===== src/rtl/mm_pkg.sv =====
package mm_pkg;
  typedef logic [1:0] carry_t;

  // number of W-bit words holding an (n+1)-bit value
  function automatic int word_count(int n, int w);
    return (n + w) / w;
  endfunction
endpackage


===== src/rtl/mont_pe_head.sv =====
// Word column 0: derives the reduction bit and speculates on its top bit.
module mont_pe_head #(
  parameter int W = 8
) (
  input  logic               clk,
  input  logic               rst,
  input  logic               clr,
  input  logic               in_valid,
  input  logic               in_x,
  input  logic [W-1:0]       y_w,
  input  logic [W-1:0]       m_w,
  input  logic               nb_lsb,
  output logic               out_valid,
  output logic               out_x,
  output logic               out_q,
  output mm_pkg::carry_t     cout,
  output logic [W-2:0]       hi
);
  localparam int SW = W + 2;
  localparam logic [SW-1:0] TOP_ONE = SW'(1) << (W - 1);

  logic [SW-1:0] cand0, cand1, sel, base;
  logic          q_now;
  logic          unused_lsb;

  // the neighbour's low bit, now registered, resolves the guess
  assign sel        = nb_lsb ? cand1 : cand0;
  assign unused_lsb = sel[0];
  assign q_now      = sel[1] ^ (in_x & y_w[0]);
  assign base       = SW'(sel[W-1:1])
                    + (in_x  ? SW'(y_w) : '0)
                    + (q_now ? SW'(m_w) : '0);

  always_ff @(posedge clk) begin
    if (rst || clr) begin
      cand0 <= '0;
      cand1 <= '0;
      out_valid <= 1'b0;
      out_x <= 1'b0;
      out_q <= 1'b0;
    end else begin
      out_valid <= in_valid;
      out_x <= in_x;
      out_q <= q_now;
      if (in_valid) begin
        cand0 <= base;
        cand1 <= base + TOP_ONE;
      end else begin
        cand0 <= sel;
        cand1 <= sel;
      end
    end
  end

  assign cout = sel[W+1:W];
  assign hi   = sel[W-1:1];
endmodule


===== src/rtl/mont_pe_body.sv =====
// Middle word column: two candidate sums, resolved one cycle later.
module mont_pe_body #(
  parameter int W = 8
) (
  input  logic               clk,
  input  logic               rst,
  input  logic               clr,
  input  logic               in_valid,
  input  logic               in_x,
  input  logic               in_q,
  input  mm_pkg::carry_t     cin,
  input  logic [W-1:0]       y_w,
  input  logic [W-1:0]       m_w,
  input  logic               nb_lsb,
  output logic               out_valid,
  output logic               out_x,
  output logic               out_q,
  output mm_pkg::carry_t     cout,
  output logic               lsb_out,
  output logic [W-2:0]       hi
);
  localparam int SW = W + 2;
  localparam logic [SW-1:0] TOP_ONE = SW'(1) << (W - 1);

  logic [SW-1:0] cand0, cand1, sel, base;

  assign sel  = nb_lsb ? cand1 : cand0;
  assign base = SW'(sel[W-1:1])
              + (in_x ? SW'(y_w) : '0)
              + (in_q ? SW'(m_w) : '0)
              + SW'(cin);

  always_ff @(posedge clk) begin
    if (rst || clr) begin
      cand0 <= '0;
      cand1 <= '0;
      out_valid <= 1'b0;
      out_x <= 1'b0;
      out_q <= 1'b0;
    end else begin
      out_valid <= in_valid;
      out_x <= in_x;
      out_q <= in_q;
      if (in_valid) begin
        cand0 <= base;
        cand1 <= base + TOP_ONE;
      end else begin
        cand0 <= sel;
        cand1 <= sel;
      end
    end
  end

  // bit 0 is the same in both candidates
  assign lsb_out = sel[0];
  assign cout    = sel[W+1:W];
  assign hi      = sel[W-1:1];
endmodule


===== src/rtl/mont_pe_tail.sv =====
// Top word column: its pending bit is its own previous carry, so no guess.
module mont_pe_tail #(
  parameter int W = 8
) (
  input  logic               clk,
  input  logic               rst,
  input  logic               clr,
  input  logic               in_valid,
  input  logic               in_x,
  input  logic               in_q,
  input  mm_pkg::carry_t     cin,
  input  logic [W-1:0]       y_w,
  input  logic [W-1:0]       m_w,
  output logic               lsb_out,
  output logic [W-1:0]       top_word
);
  localparam int TW = W + 1;

  logic [TW-1:0] acc, nxt;

  assign nxt = TW'({acc[W], acc[W-1:1]})
             + (in_x ? TW'(y_w) : '0)
             + (in_q ? TW'(m_w) : '0)
             + TW'(cin);

  always_ff @(posedge clk) begin
    if (rst || clr) acc <= '0;
    else if (in_valid) acc <= nxt;
  end

  assign lsb_out  = acc[0];
  assign top_word = acc[W:1];
endmodule


===== src/rtl/mont_spec_mul.sv =====
module mont_spec_mul #(
  parameter int N = 32,
  parameter int W = 8,
  localparam int E  = mm_pkg::word_count(N, W),
  localparam int EW = E * W
) (
  input  logic          clk,
  input  logic          rst,
  input  logic          start,
  input  logic [N-1:0]  x_in,
  input  logic [N-1:0]  y_in,
  input  logic [N-1:0]  m_in,
  output logic          done,
  output logic [EW-1:0] result
);
  localparam int CW = $clog2(N + E + 1);
  localparam logic [CW-1:0] RUN_LEN  = CW'(N + E - 1);
  localparam logic [CW-1:0] FEED_MIN = CW'(E);

  logic          busy;
  logic [CW-1:0] cnt;
  logic [N-1:0]  x_sh;
  logic [EW-1:0] y_q, m_q;
  logic          acc, feed;
  logic [EW-1:0] res_w;

  logic           v_a  [0:E-1];
  logic           x_a  [0:E-1];
  logic           q_a  [1:E-1];
  mm_pkg::carry_t cy_a [0:E-2];
  logic           lsb_a[1:E-1];
  logic [W-2:0]   hi_a [0:E-2];
  logic [W-1:0]   top_w;

  assign acc    = start && !busy;
  assign feed   = busy && (cnt >= FEED_MIN);
  assign v_a[0] = feed;
  assign x_a[0] = x_sh[0];

  generate
    for (genvar j = 0; j < E; j++) begin : g_col
      if (j == 0) begin : g_head
        mont_pe_head #(.W(W)) u_pe (
          .clk(clk), .rst(rst), .clr(acc),
          .in_valid(v_a[0]), .in_x(x_a[0]),
          .y_w(y_q[0 +: W]), .m_w(m_q[0 +: W]),
          .nb_lsb(lsb_a[1]),
          .out_valid(v_a[1]), .out_x(x_a[1]), .out_q(q_a[1]),
          .cout(cy_a[0]), .hi(hi_a[0])
        );
      end else if (j == E - 1) begin : g_tail
        mont_pe_tail #(.W(W)) u_pe (
          .clk(clk), .rst(rst), .clr(acc),
          .in_valid(v_a[j]), .in_x(x_a[j]), .in_q(q_a[j]),
          .cin(cy_a[j-1]),
          .y_w(y_q[j*W +: W]), .m_w(m_q[j*W +: W]),
          .lsb_out(lsb_a[j]), .top_word(top_w)
        );
      end else begin : g_body
        mont_pe_body #(.W(W)) u_pe (
          .clk(clk), .rst(rst), .clr(acc),
          .in_valid(v_a[j]), .in_x(x_a[j]), .in_q(q_a[j]),
          .cin(cy_a[j-1]),
          .y_w(y_q[j*W +: W]), .m_w(m_q[j*W +: W]),
          .nb_lsb(lsb_a[j+1]),
          .out_valid(v_a[j+1]), .out_x(x_a[j+1]), .out_q(q_a[j+1]),
          .cout(cy_a[j]), .lsb_out(lsb_a[j]), .hi(hi_a[j])
        );
      end
    end

    // final shift: each word takes its upper neighbour's low bit
    for (genvar j = 0; j < E - 1; j++) begin : g_res
      assign res_w[j*W +: W] = {lsb_a[j+1], hi_a[j]};
    end
  endgenerate
  assign res_w[(E-1)*W +: W] = top_w;

  always_ff @(posedge clk) begin
    if (rst) begin
      busy   <= 1'b0;
      done   <= 1'b0;
      cnt    <= '0;
      x_sh   <= '0;
      y_q    <= '0;
      m_q    <= '0;
      result <= '0;
    end else begin
      done <= 1'b0;
      if (acc) begin
        busy <= 1'b1;
        cnt  <= RUN_LEN;
        x_sh <= x_in;
        y_q  <= EW'(y_in);
        m_q  <= EW'(m_in);
      end else if (busy) begin
        if (feed) x_sh <= x_sh >> 1;
        if (cnt == '0) begin
          busy   <= 1'b0;
          done   <= 1'b1;
          result <= res_w;
        end else begin
          cnt <= cnt - 1'b1;
        end
      end
    end
  end
endmodule


===== config.mk =====
export PLATFORM = sky130hd
export DESIGN_NAME = mont_spec_mul
export DESIGN_NICKNAME = d
export VERILOG_FILES = /design/src/rtl/mm_pkg.sv /design/src/rtl/mont_pe_head.sv /design/src/rtl/mont_pe_body.sv /design/src/rtl/mont_pe_tail.sv /design/src/rtl/mont_spec_mul.sv
export SDC_FILE = /design/constraint.sdc
export NUM_CORES = 1
export LEC_CHECK = 0
export ABC_AREA = 1
export BUFFER_PORTS_ARGS = -buffer_cell sky130_fd_sc_hd__buf_2
export CORE_UTILIZATION = 48
export DETAILED_ROUTE_END_ITERATION = 8
export PLACE_DENSITY = 0.71
export RECOVER_POWER = 25
export SYNTH_ARGS = -nofsm -noshare
export SYNTH_HDL_FRONTEND = slang
export SYNTH_SLANG_ARGS = --single-unit
export TNS_END_PERCENT = 50

===== constraint.sdc =====
create_clock -name clk -period 3.6 [get_ports clk]
set_clock_uncertainty 0.2 [all_clocks]
set_input_delay 0.18 -clock clk [delete_from_list [all_inputs] [get_ports clk]]
set_output_delay 0.18 -clock clk [all_outputs]
set_load 0.02 [all_outputs]

==> reports/metrics.csv, run 1 <==
metric;value;unit
outcome;completed;
Yosys warning count;0;
final HPWL from detailed placement;17700;um
DRT Pass-1 Iters;5;
syn_nets;1699;
kind of critical path;flop to flop;
worst hold start;start;
largest net degree at the start of global routing;124;
minimum clock period;3.55;ns
Final nets;1934;
max_cap viols;0;
CTS Buf Count;24;
Power Total;5880;uW
Worst IR Drop VDD;0.429;mV
clk_lat worst skew;0.52;ns
Synth Flop Type;dfxtp_1;
Die Width;154;um
Cells after Synth;1498;
placed insts;1878;
#FFs+latches synth;214;
Max-slew headroom;0.129;
worst r2r path cells;20;
final instance area;0.0140;mm^2
worst hold stages;3;
Fmax achieved;0.281;GHz
first-pass GRT wire length;46600;um
FP Rows;55;
synthesis-to-layout area growth;26.4;%
vias per std cell;5.03;
First DRT Iteration DRCs;636;
Pleak;0.00706;uW
Synth cell types;43;
DR WL/cell;13.8;um
Layout Cells excl Fill;2037;
H-tree Lvls;1;
CP max stage delay;0.51;ns
die height;154;um
Crit Path Max Fanout;3;
RSZ-0062 raised after global routing;true;
share of layout cells above drive strength 1;0.131;
global placer's final weighted congestion;0.864;
critical path data required time;3.85;ns
vias in the first global route;10100;
CTS root buffer;clkbuf_16;
# IOs;140;
share of synthesized registers carrying an async set or reset;0;
critical path's most frequent cell;nand2_2;
Worst path slowest cell;fa_1;
FF-to-FF End;g_col[3].g_body.u_pe.cand1[9];
synthesized area per cell;7.39;um^2
GRT Resource Usage Total;0.239;
port bufs;139;
Final Max Slew Viols;0;
FF-to-FF Start;g_col[3].g_body.u_pe.cand1[0];
Routed Antenna Nets;0;
Crit. End Element;flop;
Final Hold Violating Endpoints;0;
Bufs on Longest Clock Path;3;
hold path endpoint;busy;
CTS tree;built;
clock sink count;214;
Initial Util;0.489;
final setup violating endpoints;0;
EDFF count, synth;0;
worst path cell trace;inv_2 > or2_4 > o21a_1 > fa_1 > inv_2 > fa_1 > inv_1 > ha_2 > inv_2 > fa_2 > o21ai_2 > nand2_2 > nand2_2 > nand2_2 > nand2_2 > ha_4 > nand2_2 > nand2_2 > a21oi_2 > nor2_1;
total congestion overflow;0;
Residual DRC;0;
crit path launch type;flop;
drt total wl;28200;um
Floorplan Core Area;0.0226;mm^2
Vias;10200;
clock-pin slew on the worst setup and hold paths;0.06;ns
fin crit share;0.987;
fill cell count;1956;
Placed Area;0.0120;mm^2
reg2reg setup slack;0.05;ns
initial antenna violation count;1;
Worst Hold Class;primary input to flop;
register area share after synthesis;0.387;
Worst-Margin Slew;1.31;ns
die area;0.0237;mm^2
Power Density;420;mW/mm^2
Final TNS setup;0;ns
arrival time worst endpoint;3.81;ns
synthesized area;0.0111;mm^2
==> power breakdown <==
part	internal (uW)	switching [uW]
logic	292	453
registers	2520	82.0
clock network	1550	981
total	4360	1520
==> synthesized netlist by cell type, types with 4 or more instances <==
cell type    n  area (um^2)
a21boi_0     9         67.6
o21ai_0    128          641
buf_2       30          150
buf_1        5         18.8
mux2i_1      5         50.1
nand4_1      9         56.3
a21oi_1     96          480
or2_2        6         37.5
clkbuf_1    26         97.6
xor2_1       4         35.0
fa_1        38          761
buf_6        4         45.0
dfxtp_1    214         4280
inv_1      187          702
nand3_1    100          500
buf_4        4         30.0
xnor2_1     10         87.6
ha_1        64          801
o21a_1       5         37.5
nand2_1    312         1170
inv_2        9         33.8
nor2_1     199          747
and2_1       4         25.0
o21ai_1      8         40.0
==> layout by cell type (no fill, tap or decap), types with 7 or more instances in the layout <==
cell type and count:
a21boi_0 9, a21oi_1 94, buf_2 98, buf_4 30, clkbuf_1 45, clkbuf_16 25, clkbuf_8 7, clkinv_2 7
dfxtp_1 212, dlygate4sd3_1 108, fa_1 34, ha_1 56, inv_1 185, inv_2 10, nand2_1 301, nand2_2 12
nand3_1 98, nand4_1 10, nor2_1 199, o21ai_0 124, o21ai_1 8, xnor2_1 10
==> metrics by stage <==
stage | utilization | setup slack, ns | hold slack [ns]
final | 0.618 | 0.0467 | 0.104
after global routing | 0.618 | -0.0746 | 0.156
after detailed placement | 0.529 | -0.114 | 0.235
after global placement | 0.529 | -0.0189 | 0.234
after floorplan | - | 0.00955 | 0.129
after CTS | 0.615 | -0.00558 | 0.0671
==> kinds of logic after synthesis <==
group | after synthesis | share of synthesized area
AO/OA/AOI/OAI | 253 | 0.120
buffers and inverters | 267 | 0.0981
AND/OR/NAND/NOR | 642 | 0.238
XOR/XNOR | 14 | 0.0111
adder cells (fa/ha/maj) | 102 | 0.141
flip-flops | 214 | 0.387
multiplexers | 6 | 0.00554
==> repair_timing <==
action / CTS / global route
hold buffers: 108 / 0
endpoints found under the hold margin: 102 / 0
pin swaps: 2 / 7
setup endpoints to repair: 3 / 9
setup buffers: 4 / 2
gates resized for setup: 3 / 39
==> critical path: cells and delay by family, from the launching register on <==
family | cells | cell delay [ns]
buffers and inverters | 4 | 0.20
and+or+nand+nor | 8 | 0.79
DFF | 1 | 0.33
adders and majority gates | 5 | 1.62
AOI/OAI and AO/OA | 3 | 0.35
==> routing by layer <==
metal	part of all wire	global-route usage	up-vias
li1	-	-	5202
met1	0.44	0.290	4719
met2	0.48	0.426	250
met3	0.042	0.0293	71
met4	0.037	0.0976	0
met5	0	0	-
==> worst max path at each step <==
stage          cells past startpoint  slack (ns)                          start                             to
2_1_floorplan                     19        0.01  g_col[3].g_body.u_pe.cand1[0]  g_col[3].g_body.u_pe.cand1[9]
3_3_place_gp                      19       -0.02  g_col[3].g_body.u_pe.cand1[0]  g_col[3].g_body.u_pe.cand1[9]
3_5_place_dp                      19       -0.11  g_col[3].g_body.u_pe.cand1[0]  g_col[3].g_body.u_pe.cand1[9]
4_1_cts                           19      -0.006  g_col[3].g_body.u_pe.cand1[0]  g_col[3].g_body.u_pe.cand1[9]
5_1_grt                           20       -0.07  g_col[3].g_body.u_pe.cand1[0]  g_col[3].g_body.u_pe.cand1[9]
6_report                          20        0.05  g_col[3].g_body.u_pe.cand1[0]  g_col[3].g_body.u_pe.cand1[9]
==> state kept, by name, summed over array words and instances, names as in the netlist <==
register and cells:
g_col.g_head.u_pe.cand1 9, cnt 6, g_col.g_body.u_pe.out_x 2, done 1
g_col.g_body.u_pe.out_valid 3, y_q 32, g_col.g_body.u_pe.cand1 30, g_col.g_head.u_pe.out_q 1
g_col.g_body.u_pe.cand0 9, g_col.g_head.u_pe.out_x 1, g_col.g_head.u_pe.cand0 3, x_sh 32
m_q 32, g_col.g_body.u_pe.out_q 2, result 40, g_col.g_head.u_pe.out_valid 1
busy 1, g_col.g_tail.u_pe.acc 9
==> final cells by class <==
class	instances	area (um^2)	share of cell area
clock buffers	35	733	0.0524
inverters	197	741	0.0529
clock inverters	9	97.6	0.00697
well taps	285	357	0.0255
multi-input cells	1017	5820	0.416
repair buffers	279	1960	0.140
flip-flops and latches	214	4290	0.306
diodes	1	2.50	0.000179
(Power assumes the default switching activity.)
==> run 2, diff against run 1 <==
--- a/config.mk
+++ b/config.mk
@@ -9,7 +9,7 @@
 export BUFFER_PORTS_ARGS = -buffer_cell sky130_fd_sc_hd__buf_2
 export CORE_UTILIZATION = 48
 export DETAILED_ROUTE_END_ITERATION = 8
-export PLACE_DENSITY = 0.71
+export PLACE_DENSITY = 0.68
 export RECOVER_POWER = 25
 export SYNTH_ARGS = -nofsm -noshare
 export SYNTH_HDL_FRONTEND = slang
==> constraint.sdc (replaced) <==
create_clock -name clk -period 3.2 [get_ports clk]
set_clock_uncertainty 0.2 [all_clocks]
set_input_delay 0.16 -clock clk [delete_from_list [all_inputs] [get_ports clk]]
set_output_delay 0.16 -clock clk [all_outputs]
set_load 0.02 [all_outputs]
==> run 2 against run 1 <==
Effect of this change: the run now ends with max-capacitance violations, max-slew violations, negative setup slack left; clock-buffer cell count down 4; register-to-register slack worse by 0.32 ns; hold slack better by 0.12 ns; non-clock buffer count up 50; routed wire length up 2.2%; flip-flop and latch count unchanged; via count up 2.6%; design area up 4.3%; worst setup slack worse by 0.32 ns; power up 14%; critical path depth down 1; combinational power up 16%; critical path type unchanged; highest routed layer unchanged.
==> reports/metrics.csv, run 2 (synthesis gave the netlist of run 1 again) <==
metric;value;unit;change
DRT Pass-1 Iters;7;;+2
commonest non-fill, non-tap cell in the layout;nand2_1;;
arrival time worst endpoint;3.68;ns;-0.13 ns
minimum clock period;3.47;ns;-0.0792 ns
Max-slew headroom;-0.376;;-0.505
setup ws final;-0.274;ns;-0.321 ns
drt total wl;28800;um;+2.2%
Crit Path Max Fanout;3;;unchanged
CP top delay family;adder cells;;
Worst-Margin Slew;2.06;ns;+0.758 ns
kind of critical path;flop to flop;;
CTS root buffer;clkbuf_16;;
first-pass GRT wire length;47900;um;+2.7%
crit path launch type;flop;;
clock-pin slew on the worst setup and hold paths;0.06;ns;about the same
Final TNS setup;-0.944;ns;-0.944 ns
Bufs on Longest Clock Path;3;;unchanged
total congestion overflow;0;;unchanged
Largest register FFs;40;;unchanged
Net Sw Frac;0.259;;+0.000623
initial antenna violation count;1;;unchanged
final core occ;0.645;;+0.0265
vias in the first global route;10400;;+2.6%
max_cap viols;1;;+1
port bufs;139;;unchanged
Routed Antenna Nets;0;;unchanged
WP buf/inv;4;;unchanged
Initial Util;0.489;;unchanged
failing checks;max-capacitance violations, max-slew violations, negative setup slack;;
outcome;finished, violations left;;
H-tree Lvls;1;;unchanged
GRT Resource Usage Total;0.244;;+0.00562
Worst IR Drop VDD;0.332;mV;-23%
RSZ-0062 raised after global routing;true;;
NetSw;1730;uW;+14%
First DRT Iteration DRCs;526;;-17%
most frequent cells in the layout;nand2_1, dfxtp_1, nor2_1;;
clk_lat worst skew;0.52;ns;about the same
fin crit share;1.09;;+0.0986
combinational share of power;0.129;;+0.002
die area;0.0237;mm^2;unchanged
# IOs;140;;unchanged
DR WL/cell;13.8;um;-0.25%
Pleak;0.00732;uW;+3.7%
Flop pwr share;0.437;;-0.005
Final Max Slew Viols;124;;+124
Die Width;154;um;unchanged
critical path's most frequent cell;nand2_2;;
FP Rows;55;;unchanged
Crit. End Element;flop;;
worst path cell trace;inv_2 > or2_4 > o21a_1 > fa_1 > inv_1 > fa_1 > inv_1 > ha_2 > inv_2 > fa_2 > o21ai_4 > nand2_2 > nand3_2 > nand2_2 > ha_4 > nand2_2 > nand2_1 > a21oi_1 > nor2_1;;
reg2reg setup slack;-0.27;ns;-0.32 ns
CTS Buf Count;25;;+4.2%
Vias;10500;;+2.6%
Floorplan Core Area;0.0226;mm^2;unchanged
synthesis-to-layout area growth;31.8;%;
clock sink count;214;;unchanged
final setup violating endpoints;8;;+8
Pint;4960;uW;+14%
CTS tree;built;;
fill cell count;1956;;unchanged
die height;154;um;unchanged
CP max stage delay;0.48;ns;-0.03 ns
largest net degree at the start of global routing;124;;unchanged
vias per std cell;5.04;;+0.18%
Power Density;459;mW/mm^2;+9.2%
Final Hold Violating Endpoints;0;;unchanged
Worst path slowest cell;fa_1;;
Reg with most FFs;result;;
clock network power share;0.434;;+0.003
final HPWL from detailed placement;18200;um;+2.5%
Fmax achieved;0.288;GHz;+2.3%
Residual DRC;0;;unchanged
critical path data required time;3.40;ns;-0.45 ns
share of layout cells above drive strength 1;0.178;;+0.0469
global placer's final weighted congestion;0.852;;-1.3%
Worst Hold Class;primary input to flop;;
Final nets;1985;;+2.6%
-- run 2: cell types whose count changed in the layout (fill, tap and decap cells not counted), sizes merged --
cell         delta
dlygate4sd3     +2
buf            +47
bufinv          +2
clkinvlp        +1
clkbuf          -3
inv             +1
-- run 2: area by class of cell --
| class | count | area [um^2] | share of cell area |
|---|---|---|---|
| antenna | 1 | 2.50 | 0.000171 |
| clock buffer | 31 | 658 | 0.0451 |
| clock inverter | 13 | 176 | 0.0121 |
| inverter | 197 | 741 | 0.0508 |
| multi-input combinational | 1017 | 6000 | 0.411 |
| sequential | 214 | 4290 | 0.294 |
| tap | 285 | 357 | 0.0244 |
| timing repair buffer | 329 | 2370 | 0.162 |
-- run 2: what timing repair did --
item	in CTS	in global routing
endpoints found under the hold margin	112	0
pin swaps	22	37
setup endpoints to repair	12	17
gates resized for setup	36	52
setup buffers	8	10
hold buffers	110	0
-- run 2: worst reg2reg max path: cells and delay by family, from the launching register on --
family,cells,cell delay [ns]
AOI/OAI and AO/OA,3,0.41
adders and majority gates,5,1.61
buffers and inverters,4,0.20
DFF,1,0.33
and+or+nand+nor,7,0.63
-- run 2: power groups by stage --
stage	Clock, uW	Sequential (uW)	Combinational (uW)
after floorplan	0	3010	459
after global placement	0	2970	723
after detailed placement	0	2980	737
after CTS	2960	2920	853
after global routing	3070	2950	965
final	2900	2930	863
-- run 2: routing by layer --
layer | vias to the layer above | part of all wire | GRT usage
met1 | 4889 | 0.44 | 0.304
met3 | 83 | 0.042 | 0.0290
met5 | - | 0 | 0
met4 | 0 | 0.037 | 0.111
li1 | 5296 | - | -
met2 | 244 | 0.48 | 0.424
-- run 2: path summary, 6_finish.rpt --
check	endpoint	cells after the start	start
hold / removal	m_q[11]	4	m_in[11]
setup reg to reg	g_col[3].g_body.u_pe.cand1[9]	19	g_col[3].g_body.u_pe.cand1[0]
setup / recovery	g_col[3].g_body.u_pe.cand1[9]	19	g_col[3].g_body.u_pe.cand1[0]
hold reg to reg	result[22]	2	result[22]
-- run 2: per-stage QoR --
stage                     worst slack (ns)  cell area, um^2  std cells  hold slack, ns  total power [uW]
after floorplan                     -0.266            11100       1498           0.109              3470
after global placement              -0.286            12300       1916           0.216              3700
after detailed placement            -0.351            12300       1916           0.216              3720
after CTS                           -0.282            14400       2078        0.000783              6730
after global routing                -0.413            14600       2087           0.231              6980
final                               -0.274            14600       2087           0.226              6690
